===== config.mk =====
export PLATFORM = sky130hd
export DESIGN_NAME = raw10_unpacker
export DESIGN_NICKNAME = d
export VERILOG_FILES = /design/src/rtl/raw10_pkg.sv /design/src/rtl/raw10_grp_asm.sv /design/src/rtl/raw10_pix_emit.sv /design/src/rtl/raw10_byte_ser.sv /design/src/rtl/raw10_unpacker.sv
export SDC_FILE = /design/constraint.sdc
export NUM_CORES = 1
export LEC_CHECK = 0
export ABC_AREA = 0
export BUFFER_PORTS_ARGS = -buffer_cell sky130_fd_sc_hd__buf_4
export CORE_UTILIZATION = 60
export DETAILED_ROUTE_END_ITERATION = 12
export GPL_TIMING_DRIVEN = 0
export PLACE_DENSITY = 0.84
export REMOVE_ABC_BUFFERS = 1
export SLEW_MARGIN = 20
export SYNTH_ARGS = -nofsm -noshare
export SYNTH_HDL_FRONTEND = slang
export SYNTH_SLANG_ARGS = --single-unit

===== constraint.sdc =====
create_clock -name clk_i -period 2.4 [get_ports clk_i]
set_input_delay 0.12 -clock clk_i [delete_from_list [all_inputs] [get_ports clk_i]]
set_output_delay 0.12 -clock clk_i [all_outputs]
set_load 0.02 [all_outputs]

===== src/rtl/raw10_pkg.sv =====
package raw10_pkg;
  typedef enum logic {
    JUST_RIGHT = 1'b0,
    JUST_LEFT  = 1'b1
  } just_e;
endpackage


===== src/rtl/raw10_grp_asm.sv =====
module raw10_grp_asm
  import raw10_pkg::*;
#(
  parameter int PIX_W = 10,
  parameter int GRP   = 4
) (
  input  logic                   clk_i,
  input  logic                   rst_ni,
  input  logic                   mode_i,
  input  logic                   in_valid_i,
  output logic                   in_ready_o,
  input  logic [7:0]             in_data_i,
  input  logic                   in_sol_i,
  input  logic                   in_eol_i,
  input  logic                   slot_free_i,
  output logic                   grp_load_o,
  output logic [GRP*PIX_W-1:0]   grp_pix_o,
  output just_e                  grp_mode_o,
  output logic                   err_o
);
  localparam int LSB_W = PIX_W - 8;
  localparam int IDX_W = $clog2(GRP + 1);

  logic [IDX_W-1:0] idx_q, eff_idx;
  logic             last, fire, err_q;
  just_e            line_mode_q;

  // a line start always opens a fresh group
  assign eff_idx    = in_sol_i ? '0 : idx_q;
  assign last       = (eff_idx == IDX_W'(GRP));
  assign in_ready_o = !last || slot_free_i;
  assign fire       = in_valid_i && in_ready_o;

  always_ff @(posedge clk_i or negedge rst_ni) begin
    if (!rst_ni) begin
      idx_q <= '0;
    end else if (fire) begin
      if (last || in_eol_i) idx_q <= '0;
      else                  idx_q <= eff_idx + 1'b1;
    end
  end

  always_ff @(posedge clk_i or negedge rst_ni) begin
    if (!rst_ni)                          err_q <= 1'b0;
    else if (fire && in_eol_i && !last)   err_q <= 1'b1;
  end

  always_ff @(posedge clk_i or negedge rst_ni) begin
    if (!rst_ni)                 line_mode_q <= JUST_RIGHT;
    else if (fire && in_sol_i)   line_mode_q <= just_e'(mode_i);
  end

  for (genvar k = 0; k < GRP; k++) begin : g_msb
    logic [7:0] byte_q;
    always_ff @(posedge clk_i or negedge rst_ni) begin
      if (!rst_ni)                                       byte_q <= '0;
      else if (fire && !last && eff_idx == IDX_W'(k))    byte_q <= in_data_i;
    end
    assign grp_pix_o[k*PIX_W +: PIX_W] = {byte_q, in_data_i[k*LSB_W +: LSB_W]};
  end

  assign grp_load_o = fire && last;
  assign grp_mode_o = line_mode_q;
  assign err_o      = err_q;

  AST_ERR_STICKY: assert property (@(posedge clk_i) disable iff (!rst_ni)
    err_q |=> err_q) else $error("misalign flag cleared");

  AST_SOL_RESTART: assert property (@(posedge clk_i) disable iff (!rst_ni)
    (fire && in_sol_i && !in_eol_i) |=> (idx_q == IDX_W'(1))) else $error("sol did not restart");
endmodule


===== src/rtl/raw10_pix_emit.sv =====
module raw10_pix_emit
  import raw10_pkg::*;
#(
  parameter int PIX_W  = 10,
  parameter int CONT_W = 16,
  parameter int GRP    = 4
) (
  input  logic                 clk_i,
  input  logic                 rst_ni,
  input  logic                 load_i,
  input  logic [GRP*PIX_W-1:0] pix_i,
  input  just_e                mode_i,
  output logic                 slot_free_o,
  output logic                 out_valid_o,
  input  logic                 out_ready_i,
  output logic [CONT_W-1:0]    out_data_o
);
  localparam int CNT_W = (GRP > 1) ? $clog2(GRP) : 1;
  localparam int PAD_W = CONT_W - PIX_W;

  logic [GRP*PIX_W-1:0] pix_q;
  logic [CNT_W-1:0]     cnt_q;
  logic                 valid_q, fire, last;
  just_e                mode_q;
  logic [PIX_W-1:0]     cur;

  assign fire        = valid_q && out_ready_i;
  assign last        = (cnt_q == CNT_W'(GRP - 1));
  assign slot_free_o = !valid_q || (fire && last);

  always_ff @(posedge clk_i or negedge rst_ni) begin
    if (!rst_ni) begin
      valid_q <= 1'b0;
      cnt_q   <= '0;
      pix_q   <= '0;
      mode_q  <= JUST_RIGHT;
    end else if (load_i) begin
      valid_q <= 1'b1;
      cnt_q   <= '0;
      pix_q   <= pix_i;
      mode_q  <= mode_i;
    end else if (fire) begin
      if (last) valid_q <= 1'b0;
      else      cnt_q   <= cnt_q + 1'b1;
    end
  end

  always_comb cur = pix_q[cnt_q*PIX_W +: PIX_W];

  assign out_valid_o = valid_q;
  assign out_data_o  = (mode_q == JUST_LEFT) ? {cur, {PAD_W{1'b0}}} : {{PAD_W{1'b0}}, cur};

  AST_OUT_HOLD: assert property (@(posedge clk_i) disable iff (!rst_ni)
    (out_valid_o && !out_ready_i) |=> (out_valid_o && $stable(out_data_o))) else $error("word not held");

  AST_PAD_RIGHT: assert property (@(posedge clk_i) disable iff (!rst_ni)
    (out_valid_o && mode_q == JUST_RIGHT) |-> (out_data_o[CONT_W-1:PIX_W] == '0)) else $error("right pad");

  AST_PAD_LEFT: assert property (@(posedge clk_i) disable iff (!rst_ni)
    (out_valid_o && mode_q == JUST_LEFT) |-> (out_data_o[PAD_W-1:0] == '0)) else $error("left pad");
endmodule


===== src/rtl/raw10_byte_ser.sv =====
module raw10_byte_ser #(
  parameter int CONT_W = 16
) (
  input  logic              clk_i,
  input  logic              rst_ni,
  input  logic              word_valid_i,
  output logic              word_ready_o,
  input  logic [CONT_W-1:0] word_i,
  output logic              byte_valid_o,
  input  logic              byte_ready_i,
  output logic [7:0]        byte_data_o
);
  localparam int NB   = CONT_W / 8;
  localparam int PH_W = (NB > 1) ? $clog2(NB) : 1;

  logic [CONT_W-1:0] word_q;
  logic [PH_W-1:0]   ph_q;
  logic              valid_q, fire, last;

  assign fire         = valid_q && byte_ready_i;
  assign last         = (ph_q == PH_W'(NB - 1));
  assign word_ready_o = !valid_q || (fire && last);

  always_ff @(posedge clk_i or negedge rst_ni) begin
    if (!rst_ni) begin
      valid_q <= 1'b0;
      ph_q    <= '0;
      word_q  <= '0;
    end else if (word_valid_i && word_ready_o) begin
      valid_q <= 1'b1;
      ph_q    <= '0;
      word_q  <= word_i;
    end else if (fire) begin
      if (last) valid_q <= 1'b0;
      else      ph_q    <= ph_q + 1'b1;
    end
  end

  // low byte leaves first
  assign byte_valid_o = valid_q;
  assign byte_data_o  = word_q[ph_q*8 +: 8];

  AST_BYTE_HOLD: assert property (@(posedge clk_i) disable iff (!rst_ni)
    (byte_valid_o && !byte_ready_i) |=> (byte_valid_o && $stable(byte_data_o))) else $error("byte not held");
endmodule


===== src/rtl/raw10_unpacker.sv =====
module raw10_unpacker
  import raw10_pkg::*;
#(
  parameter int PIX_W     = 10,
  parameter int CONT_W    = 16,
  parameter int GRP       = 4,
  parameter bit BYTE_VIEW = 1'b0
) (
  input  logic              clk_i,
  input  logic              rst_ni,
  input  logic              mode_left_i,
  input  logic              in_valid_i,
  output logic              in_ready_o,
  input  logic [7:0]        in_data_i,
  input  logic              in_sol_i,
  input  logic              in_eol_i,
  output logic              out_valid_o,
  input  logic              out_ready_i,
  output logic [CONT_W-1:0] out_data_o,
  output logic              byte_valid_o,
  input  logic              byte_ready_i,
  output logic [7:0]        byte_data_o,
  output logic              err_misalign_o
);
  logic                 slot_free, grp_load;
  logic [GRP*PIX_W-1:0] grp_pix;
  just_e                grp_mode;
  logic                 w_valid, w_ready;
  logic [CONT_W-1:0]    w_data;

  raw10_grp_asm #(.PIX_W(PIX_W), .GRP(GRP)) u_asm (
    .clk_i       (clk_i),
    .rst_ni      (rst_ni),
    .mode_i      (mode_left_i),
    .in_valid_i  (in_valid_i),
    .in_ready_o  (in_ready_o),
    .in_data_i   (in_data_i),
    .in_sol_i    (in_sol_i),
    .in_eol_i    (in_eol_i),
    .slot_free_i (slot_free),
    .grp_load_o  (grp_load),
    .grp_pix_o   (grp_pix),
    .grp_mode_o  (grp_mode),
    .err_o       (err_misalign_o)
  );

  raw10_pix_emit #(.PIX_W(PIX_W), .CONT_W(CONT_W), .GRP(GRP)) u_emit (
    .clk_i       (clk_i),
    .rst_ni      (rst_ni),
    .load_i      (grp_load),
    .pix_i       (grp_pix),
    .mode_i      (grp_mode),
    .slot_free_o (slot_free),
    .out_valid_o (w_valid),
    .out_ready_i (w_ready),
    .out_data_o  (w_data)
  );

  if (BYTE_VIEW) begin : g_bytes
    logic unused_word_ready;
    assign unused_word_ready = out_ready_i;
    assign out_valid_o = 1'b0;
    assign out_data_o  = '0;
    raw10_byte_ser #(.CONT_W(CONT_W)) u_ser (
      .clk_i        (clk_i),
      .rst_ni       (rst_ni),
      .word_valid_i (w_valid),
      .word_ready_o (w_ready),
      .word_i       (w_data),
      .byte_valid_o (byte_valid_o),
      .byte_ready_i (byte_ready_i),
      .byte_data_o  (byte_data_o)
    );
  end else begin : g_words
    logic unused_byte_ready;
    assign unused_byte_ready = byte_ready_i;
    assign out_valid_o  = w_valid;
    assign out_data_o   = w_data;
    assign w_ready      = out_ready_i;
    assign byte_valid_o = 1'b0;
    assign byte_data_o  = '0;
  end
endmodule


Word-level counts from Yosys, hierarchy flattened
Index checks and enable logic that the tools add are counted.
{"block": "op_classes", "add_sub_neg": 2, "multipliers": 1, "div": 0, "n_lt_le_gt_ge": 0, "eq_ne": 6, "n_shift": 1, "n_mux": 9, "bitwise": 0, "n_reduce_logical": 22}
{"operator": "$shiftx A40 B7 Y10", "count": 1}
{"operator": "$mux W16", "count": 1}
{"operator": "$logic_and A1 B1 Y1", "count": 12}
{"operator": "$eq A3 B2 Y1 const B", "count": 2}
{"operator": "$mux W2", "count": 3}
{"operator": "$mux W3", "count": 2}
{"operator": "$mul A2 B3 Y5 const B", "count": 1}
{"operator": "$reduce_and A2 Y1", "count": 2}
{"operator": "$reduce_bool A2 Y1", "count": 2}
{"operator": "$add A3 B1 Y3 const B", "count": 1}
{"operator": "$eq A3 B1 Y1 const B", "count": 1}
{"operator": "$eq A3 B3 Y1 const B", "count": 1}
{"operator": "$logic_not A3 Y1", "count": 1}
{"operator": "$logic_or A1 B1 Y1", "count": 3}
{"operator": "$mux W1", "count": 3}
{"operator": "$add A2 B1 Y2 const B", "count": 1}
{"operator": "$eq A2 B2 Y1 const B", "count": 1}
{"operator": "$logic_not A1 Y1", "count": 2}
{"operator": "$ne A2 B2 Y1 const B", "count": 1}
{"block": "totals", "regBits": 81, "latchBits": 0, "ramBits": 0, "mem_bits_ro": 0, "input_bits": 16, "out_inout_bits": 28, "mem_count": 0}

Logic depth before layout (Yosys ltp)
Gate-level depths: netlist of run 1.
{"block": "depth", "word_depth": 8, "ltp_mapped": 7, "ltp_nobuf": 6}

Cells and area by module
Synthesis of run 1 repeated with hierarchy kept, for this count alone.
{"block": "unflattened", "hier_cells": 261, "hier_area_um2": 3814.9}
{"module": "raw10_pix_emit", "n_inst": 1, "cells_each": 139, "area_each_um2": 2068.2, "seq_area_each_um2": 1101.1}
{"module": "raw10_grp_asm", "n_inst": 1, "cells_each": 112, "area_each_um2": 1675.4, "seq_area_each_um2": 925.9}
{"module": "raw10_unpacker", "n_inst": 1, "cells_each": 10, "area_each_um2": 71.3, "seq_area_each_um2": 0.0}

Least setup slack after synthesis of run 1
No wires, ideal clock.
{"block": "synth_path", "path_type": "flip-flop to flip-flop", "from": "reg u_asm.idx_q[0]", "to": "reg u_emit.mode_q", "arrival_ns": 1.521, "slack_ns": 0.753, "path_stages_with_launch": 7, "path_buffers": 1, "cell_sequence": "dfrtp_1 > nand2b_1 > ha_1 > nand4b_4 > nor2_8 > buf_12 > mux2_4"}
{"block": "synth_between", "elab_chain_cells": 6}
{"item": "start: declaration", "line_no": "raw10_grp_asm.sv:24", "text": "logic [IDX_W-1:0] idx_q, eff_idx;"}
{"item": "start signal: assignment", "line_no": "raw10_grp_asm.sv:39", "text": "else idx_q <= eff_idx + 1'b1;"}
{"item": "$mux W3 (*)", "line_no": "raw10_grp_asm.sv:29", "text": "assign eff_idx = in_sol_i ? '0 : idx_q;"}
{"item": "$eq A3 B3 Y1 (*)", "line_no": "raw10_grp_asm.sv:30", "text": "assign last = (eff_idx == IDX_W'(GRP));"}
{"item": "$logic_not A1 Y1", "line_no": "raw10_grp_asm.sv:31", "text": "assign in_ready_o = !last || slot_free_i;"}
{"item": "$logic_or A1 B1 Y1", "line_no": "raw10_grp_asm.sv:31"}
{"item": "$logic_and A1 B1 Y1", "line_no": "raw10_grp_asm.sv:32", "text": "assign fire = in_valid_i && in_ready_o;"}
{"item": "$logic_and A1 B1 Y1 (*)", "line_no": "raw10_grp_asm.sv:62", "text": "assign grp_load_o = fire && last;"}
{"item": "end signal: assignment", "line_no": "raw10_pix_emit.sv:41", "text": "mode_q <= mode_i;"}
{"item": "end: declaration", "line_no": "raw10_pix_emit.sv:24", "text": "just_e mode_q;"}
Mark *: on every way between the ends. The rest lies on a longest branch, timed or not.
A chain may end at the register's enable or synchronous reset.

Worst setup path after layout of run 1
{"block": "layout_path", "from": "reg u_emit.cnt_q[1]", "to": "reg u_emit.pix_q[23]"}
{"block": "layout_between", "elab_chain_cells": 6}
{"item": "start: declaration", "line_no": "raw10_pix_emit.sv:22", "text": "logic [CNT_W-1:0] cnt_q;"}
{"item": "start signal: assignment", "line_no": "raw10_pix_emit.sv:44", "text": "else cnt_q <= cnt_q + 1'b1;"}
{"item": "$eq A2 B2 Y1", "line_no": "raw10_pix_emit.sv:28", "text": "assign last = (cnt_q == CNT_W'(GRP - 1));"}
{"item": "$logic_and A1 B1 Y1", "line_no": "raw10_pix_emit.sv:29", "text": "assign slot_free_o = !valid_q || (fire && last);"}
{"item": "$logic_or A1 B1 Y1", "line_no": "raw10_pix_emit.sv:29"}
{"item": "$logic_or A1 B1 Y1", "line_no": "raw10_grp_asm.sv:31"}
{"item": "$logic_and A1 B1 Y1", "line_no": "raw10_grp_asm.sv:32"}
{"item": "$logic_and A1 B1 Y1", "line_no": "raw10_grp_asm.sv:62"}
{"item": "end signal: assignment", "line_no": "raw10_pix_emit.sv:40", "text": "pix_q <= pix_i;"}
{"item": "end: declaration", "line_no": "raw10_pix_emit.sv:21", "text": "logic [GRP*PIX_W-1:0] pix_q;"}
No other way between the ends.

==> results of run 1 <==
[kinds of logic after synthesis]
logic type	after synthesis	synth area share, %
buf+inv	29	5.604
compound gates	24	4.954
other cells	1	0.09279
mux	93	30.65
flops	81	50.15
fa+ha+maj	6	1.858
simple gates	38	6.688
[area by class of cell]
class                      instances  area, µm²
sequential                        81       2029
fill                             443       1926
multi-input combinational        172       1841
timing repair buffer              35      271.5
clock buffer                      13      168.9
tap                               77      96.34
clock inverter                     2      60.06
inverter                           8      30.03
[sequential cells by signal (all words and copies together), names as in the netlist]
| register | cells |
|---|---|
| u_emit.mode_q | 1 |
| u_emit.pix_q | 40 |
| u_emit.cnt_q | 2 |
| u_asm.idx_q | 3 |
| u_asm.err_o | 1 |
| u_emit.out_valid_o | 1 |
| u_asm.g_msb.byte_q | 32 |
| u_asm.grp_mode_o | 1 |
[worst register-to-register path: cells and delay by family, from the launching register on]
family / cells / cell delay [ns]
simple gates: 1 / 0.46
fa+ha+maj: 1 / 0.39
flops: 1 / 0.74
mux: 1 / 0.40
compound gates: 1 / 0.16
[worst max-delay path by stage]
stage                     from                to  slack (ns)
3_5_place_dp   u_emit.cnt_q[1]  u_emit.pix_q[23]       -0.50
4_1_cts        u_emit.cnt_q[0]  u_emit.pix_q[23]        0.05
5_1_grt        u_emit.cnt_q[1]  u_emit.pix_q[23]        0.06
6_report       u_emit.cnt_q[1]  u_emit.pix_q[23]        0.15
2_1_floorplan  u_emit.cnt_q[1]  u_emit.pix_q[23]        0.03
3_3_place_gp   u_emit.cnt_q[1]  u_emit.pix_q[23]       -0.45
[where the power goes]
part | leakage, nW | switching, mW | internal, mW
sequential | 1.07 | 0.196 | 1.54
combinational | 0.955 | 0.359 | 0.410
clock | 0.116 | 0.471 | 0.667
total | 2.14 | 1.03 | 2.61
[layout by cell type (no fill, tap or decap), drive strengths merged]
cell         Yosys  routed
and2             6       6
o211a            1       1
a22o             2       2
inv              8       8
o21ai            1       1
o22ai            5       5
nand3            3       3
nand2            3       3
nand4b           1       1
dfrtp           81      81
a21boi           2       2
nand2b           7       7
mux2            82      82
mux4             2       2
conb             1       9
nor2b            3       3
a21bo            1       1
bufinv           0       2
a211oi           4       4
nor2             8      10
o2bb2ai          3       3
mux2i            9       9
nor3b            3       3
clkbuf           2      13
a221oi           4       4
or2              1       1
ha               6       6
dlygate4sd3      0       2
buf             19      33
nand3b           2       2
a31o             1       1
and3             1       1
[routing by layer]
metal	up-vias	global-route usage (%)
met5	-	0
met4	0	8.777
met3	11	4.748
met2	57	39.12
met1	1179	33.29
li1	1030	-
[cell usage after synthesis, types with 2 or more instances]
cell type | count | area (µm²)
mux2_1 | 5 | 56.30
mux2i_1 | 9 | 90.09
inv_1 | 8 | 30.03
buf_12 | 4 | 80.08
nor2b_1 | 3 | 18.77
nand3_2 | 3 | 30.03
nor2_1 | 7 | 26.28
a221oi_1 | 4 | 35.03
clkbuf_1 | 2 | 7.510
mux2_2 | 29 | 326.6
and2_1 | 6 | 37.54
nor3b_1 | 3 | 22.52
mux2_4 | 48 | 720.7
o22ai_1 | 5 | 31.28
buf_4 | 11 | 82.58
ha_1 | 6 | 75.07
a211oi_1 | 4 | 30.03
a22o_1 | 2 | 17.52
dfrtp_1 | 81 | 2027
nand2_1 | 3 | 11.26
mux4_2 | 2 | 45.04
o2bb2ai_1 | 3 | 26.28
nand2b_1 | 7 | 43.79
buf_2 | 3 | 15.01
[timing repair]
action | 4_1_cts | 5_1_grt
gates cloned | 2 | 0
hold endpoints to repair | 82 | 0
endpoints found under the setup margin | 41 | 25
hold buffers | 2 | 0
pin swaps | 2 | 0
gates resized for setup | 2 | 1
==> metrics, run 1 <==
clk_lat worst skew=0.35 ns; Least-Margin Pin Slew=0.7241 ns; Inserted Clock Buffers=9; max-slew violations=0; vias in the first global route=2435; worst slack, placed=-0.4991 ns; Final Wtd Congestion=approximately 0.74; post-route cell area=4497 µm²; Overflow after GRT=0; Mapped Cells=272; Die X-Extent=84.07 µm; share of cells above drive strength 1=a little under half; largest net degree at the start of global routing=82; Synth cell types=38; Final Cycle Share=93.75%; Critical R2R Launch=u_emit.cnt_q[1]; minimum clock period=2.250 ns; Fin Clk Skew=0.007745 ns; Buf/Inv on CP=0; antenna-violating nets left=0; Starting Density=62.93%; Die Ht=between 80 and 90 µm; DIE AREA=7068 µm²; clk sinks=about 80; Max clock buf depth=2; final hold violation count=0; Syn Area/Cell=about 15 µm²; worst-path fanout max=21; CP top delay family=flip-flops; status=complete, but fails checks; R2R depth=4; Remaining DRCs=10; routed wire length=slightly below 8000 µm; Required @ worst endpoint=around 2.6 ns; CP max stage delay=0.74 ns; Layout Cells excl Fill=388; Global Route Usage Sum=24.41%; Antenna diodes=0; met3 wire length=270 µm; Min-Delay Endpoint=u_asm.g_msb[0].byte_q[3]; first-pass GRT wire length=about 13000 µm; standard-cell rows=29; area growth from synthesis to layout=11.27%; final worst slack=0.1500 ns; Pleak=about 2.1 nW; reg-to-reg critical path endpoint=u_emit.pix_q[23]; MaxCap Viol Count=0; Met2 Routed Length=3798 µm; Post CTS Setup Buffer Count=0; final setup violation count=0; RSZ-0062 raised after global routing=false; Yosys warning count=0; CTS tree=yes; Most used DFF post-synth=dfrtp_1; drt first-iter violations=207; Critical Path AT=between 2 and 2.5 ns; area of the core=6422 µm²; R2R Setup Slk=0.15 ns; register area share after synthesis=between 50% and 60%; Post-DP Area=4219 µm²; flops & latches, synth=81; number of synthesized flops with an enable pin=0; DRT met1 WL=3665 µm; Async SR Flop Fraction=100.0%; # IOs=44; Max-slew headroom=51.73%; CTS root buf=clkbuf_8; Cell Pwr Density=809.2 nW/µm²; WP depth=4; beginning of the worst hold path=in_data_i[3]; critical-path cell with the highest stage delay=dfrtp_2; Hold Path Depth=2; Tot Pwr=3.639 mW; clock-pin slew on the worst setup and hold paths=0.08 ns; Util after Layout=approximately 70%; fin nets=329; Max IR drop VDD=0.4464 mV; H-tree lvl count=3; Peak Freq=444.4 MHz; # port buffers=33; worst-path cell chain=ha_1 -> a21boi_4 -> nor2_8 -> mux2_2; CP Capture Type=flip-flop; Post-Synthesis Cell Area=4041 µm²; Vias/cell=5.869; CP Launch Type=flip-flop; violated checks=design-rule violations; final setup TNS=0 ns; drt pass-1 iters=8; worst hold path class=input pin to flip-flop; Hold WS=0.01764 ns; vias=2277; WL per Instance=20.24 µm; # placed instances=369; Crit Path Category=flip-flop to flip-flop; uppermost layer routed=met4; placed wire-length estimate=4742 µm; initial antenna violation count=0
Note: power is estimated with default switching activity, not from simulation.
==> run 2, diff against run 1 <==
--- a/config.mk
+++ b/config.mk
@@ -11,6 +11,7 @@
 export DETAILED_ROUTE_END_ITERATION = 12
 export GPL_TIMING_DRIVEN = 0
 export PLACE_DENSITY = 0.84
+export RECOVER_POWER = 25
 export REMOVE_ABC_BUFFERS = 1
 export SLEW_MARGIN = 20
 export SYNTH_ARGS = -nofsm -noshare
==> run 2 against run 1 <==
  * The run still ends with design-rule violations left
  * Worst setup slack about the same
  * Clock skew about the same
  * Clock power about the same
  * Sequential power about the same
  * Utilization unchanged
  * Critical path type unchanged
  * Critical endpoint unchanged
==> metrics, run 2 (synthesis gave the netlist of run 1 again) <==
status=complete, but fails checks; violated checks=design-rule violations; area growth from synthesis to layout=11.27%; CTS tree=yes; drt pass-1 iters=8; minimum clock period=2.250 ns; Antenna diodes=0; Largest Register=u_emit.pix_q; antenna-violating nets left=0; initial antenna violation count=0; DIE AREA=approximately 7000 µm²; register area=2029 µm²; Die X-Extent=84.07 µm; clock-pin slew on the worst setup and hold paths=~0.080 ns; switching share of power=between 20% and 30%; Least-Margin Pin Slew=0.7242 ns; Inserted Clock Buffers=9; placed wire-length estimate=4742 µm; largest net degree at the start of global routing=82; Hold Path Depth=2; worst slack, placed=-0.4991 ns; WL per Instance=20.24 µm; final worst slack=0.1500 ns; RSZ-0062 raised after global routing=false; CP Capture Type=flip-flop; Die Ht=between 80 and 90 µm; final setup violation count=0; # placed instances=between 300 and 400; reg-to-reg critical path endpoint=u_emit.pix_q[23]; Min-Delay Endpoint=u_asm.g_msb[0].byte_q[3]; H-tree lvl count=3; Crit Path Category=flip-flop to flip-flop; beginning of the worst hold path=in_data_i[3]; standard-cell rows=29; Global Route Usage Sum=24.41%; Top Registers=u_emit.pix_q (40), u_asm.g_msb.byte_q (32), u_asm.idx_q (3); fin nets=about 330; Logic pwr share=21.1%; clk_lat worst skew=0.35 ns; worst hold path class=input pin to flip-flop; most frequent cells in the layout=dfrtp_1, mux2_4, buf_4; max-slew violations=0; switching pwr=1.025 mW; Fin Clk Skew=0.007829 ns; Int Power=2.614 mW; CP Launch Type=flip-flop; Layout fillers=443; area of the core=6422 µm²; Clock power frac=~31%; Peak Freq=approximately 440 MHz; Overflow after GRT=0; Required @ worst endpoint=2.64 ns; MaxCap Viol Count=0; routed wire length=7854 µm; CTS root buf=clkbuf_8; Critical Path AT=roughly 2.5 ns; Final Wtd Congestion=0.7405; Pleak=2.137 nW; Cell Pwr Density=809.2 nW/µm²; R2R Setup Slk=0.15 ns; vias=2277; drt first-iter violations=207; Final Cycle Share=between 90% and 100%; Max clock buf depth=2; Tot Pwr=3.639 mW; commonest non-fill, non-tap cell in the layout=dfrtp_1; worst-path fanout max=21; Largest register FFs=40; final hold violation count=0; Starting Density=between 60% and 70%; Critical R2R Launch=u_emit.cnt_q[1]; R2R depth=4; vias in the first global route=2435; # IOs=44; Max IR drop VDD=0.4464 mV; Remaining DRCs=10; first-pass GRT wire length=~13000 µm; Seq pwr share=between 40% and 50%; share of cells above drive strength 1=between 40% and 50%; Vias/cell=slightly below 6; Multi-input gate area=1841 µm²; Layout Cells excl Fill=a little under 400; Max-slew headroom=51.72%; clk sinks=81; # port buffers=33
-- run 2: changes by cell type in the layout (fill, tap and decap cells not counted) --
cell      previous run  this run
clkbuf_4             0         1
buf_4               32        31
-- run 2: power by group through the flow --
stage / Sequential, mW / Combinational [mW] / Clock, mW
finish: 1.73 / 0.768 / 1.14
global route: 1.76 / 0.822 / 1.22
detailed placement: 1.75 / 0.765 / 0
CTS: 1.73 / 0.772 / 1.16
global placement: 1.74 / 0.741 / 0
floorplan: 1.69 / 0.532 / 0
-- run 2: per-layer routing --
layer	vias to the layer above	part of all wire (%)	track usage (%)
met1	1179	47	33.29
met5	-	0	0
li1	1030	-	-
met2	57	48	39.12
met4	0	1.5	8.777
met3	11	3.4	4.748
-- run 2: through the flow --
step / TNS (ns) / hold WS, ns / util, % / cell area, µm²
after detailed placement: -17.93 / 0.3458 / 65.69 / 4219
after global routing: 0 / 0.01416 / 70.02 / 4497
after global placement: -16.26 / 0.3417 / 65.69 / 4219
final: 0 / 0.01764 / 70.02 / 4497
after CTS: 0 / 0.008960 / 69.94 / 4492
after floorplan: 0 / -0.1756 / - / 3875
-- run 2: what timing repair did --
action / 4_1_cts / 5_1_grt
setup endpoints to repair: 41 / 25
pin swaps: 2 / 0
resized for setup: 2 / 1
setup buffers: 0 / 0
endpoints found under the hold margin: 82 / 0
cloned: 2 / 0
hold buffers: 2 / 0
-- run 2: area by class of cell --
class	instances	share of cell area (%)
flip-flops and latches	81	45.13
multi-input cells	172	40.93
repair buffers	35	6.038
clock buffers	13	3.756
well taps	77	2.142
clock inverters	2	1.336
inverters	8	0.6678
-- run 2: critical path, stage by stage, from the launching register on --
cell and delay, ns:
dfrtp_2 0.74, ha_1 0.39, a21boi_4 0.15, nor2_8 0.46, mux2_2 0.40
-- run 2: worst max path at each step --
stage                         start          endpoint  cells after the start
finish              u_emit.cnt_q[1]  u_emit.pix_q[23]                      4
global route        u_emit.cnt_q[1]  u_emit.pix_q[23]                      4
CTS                 u_emit.cnt_q[0]  u_emit.pix_q[23]                      4
detailed placement  u_emit.cnt_q[1]  u_emit.pix_q[23]                      4
global placement    u_emit.cnt_q[1]  u_emit.pix_q[23]                      4
floorplan           u_emit.cnt_q[1]  u_emit.pix_q[23]                      4
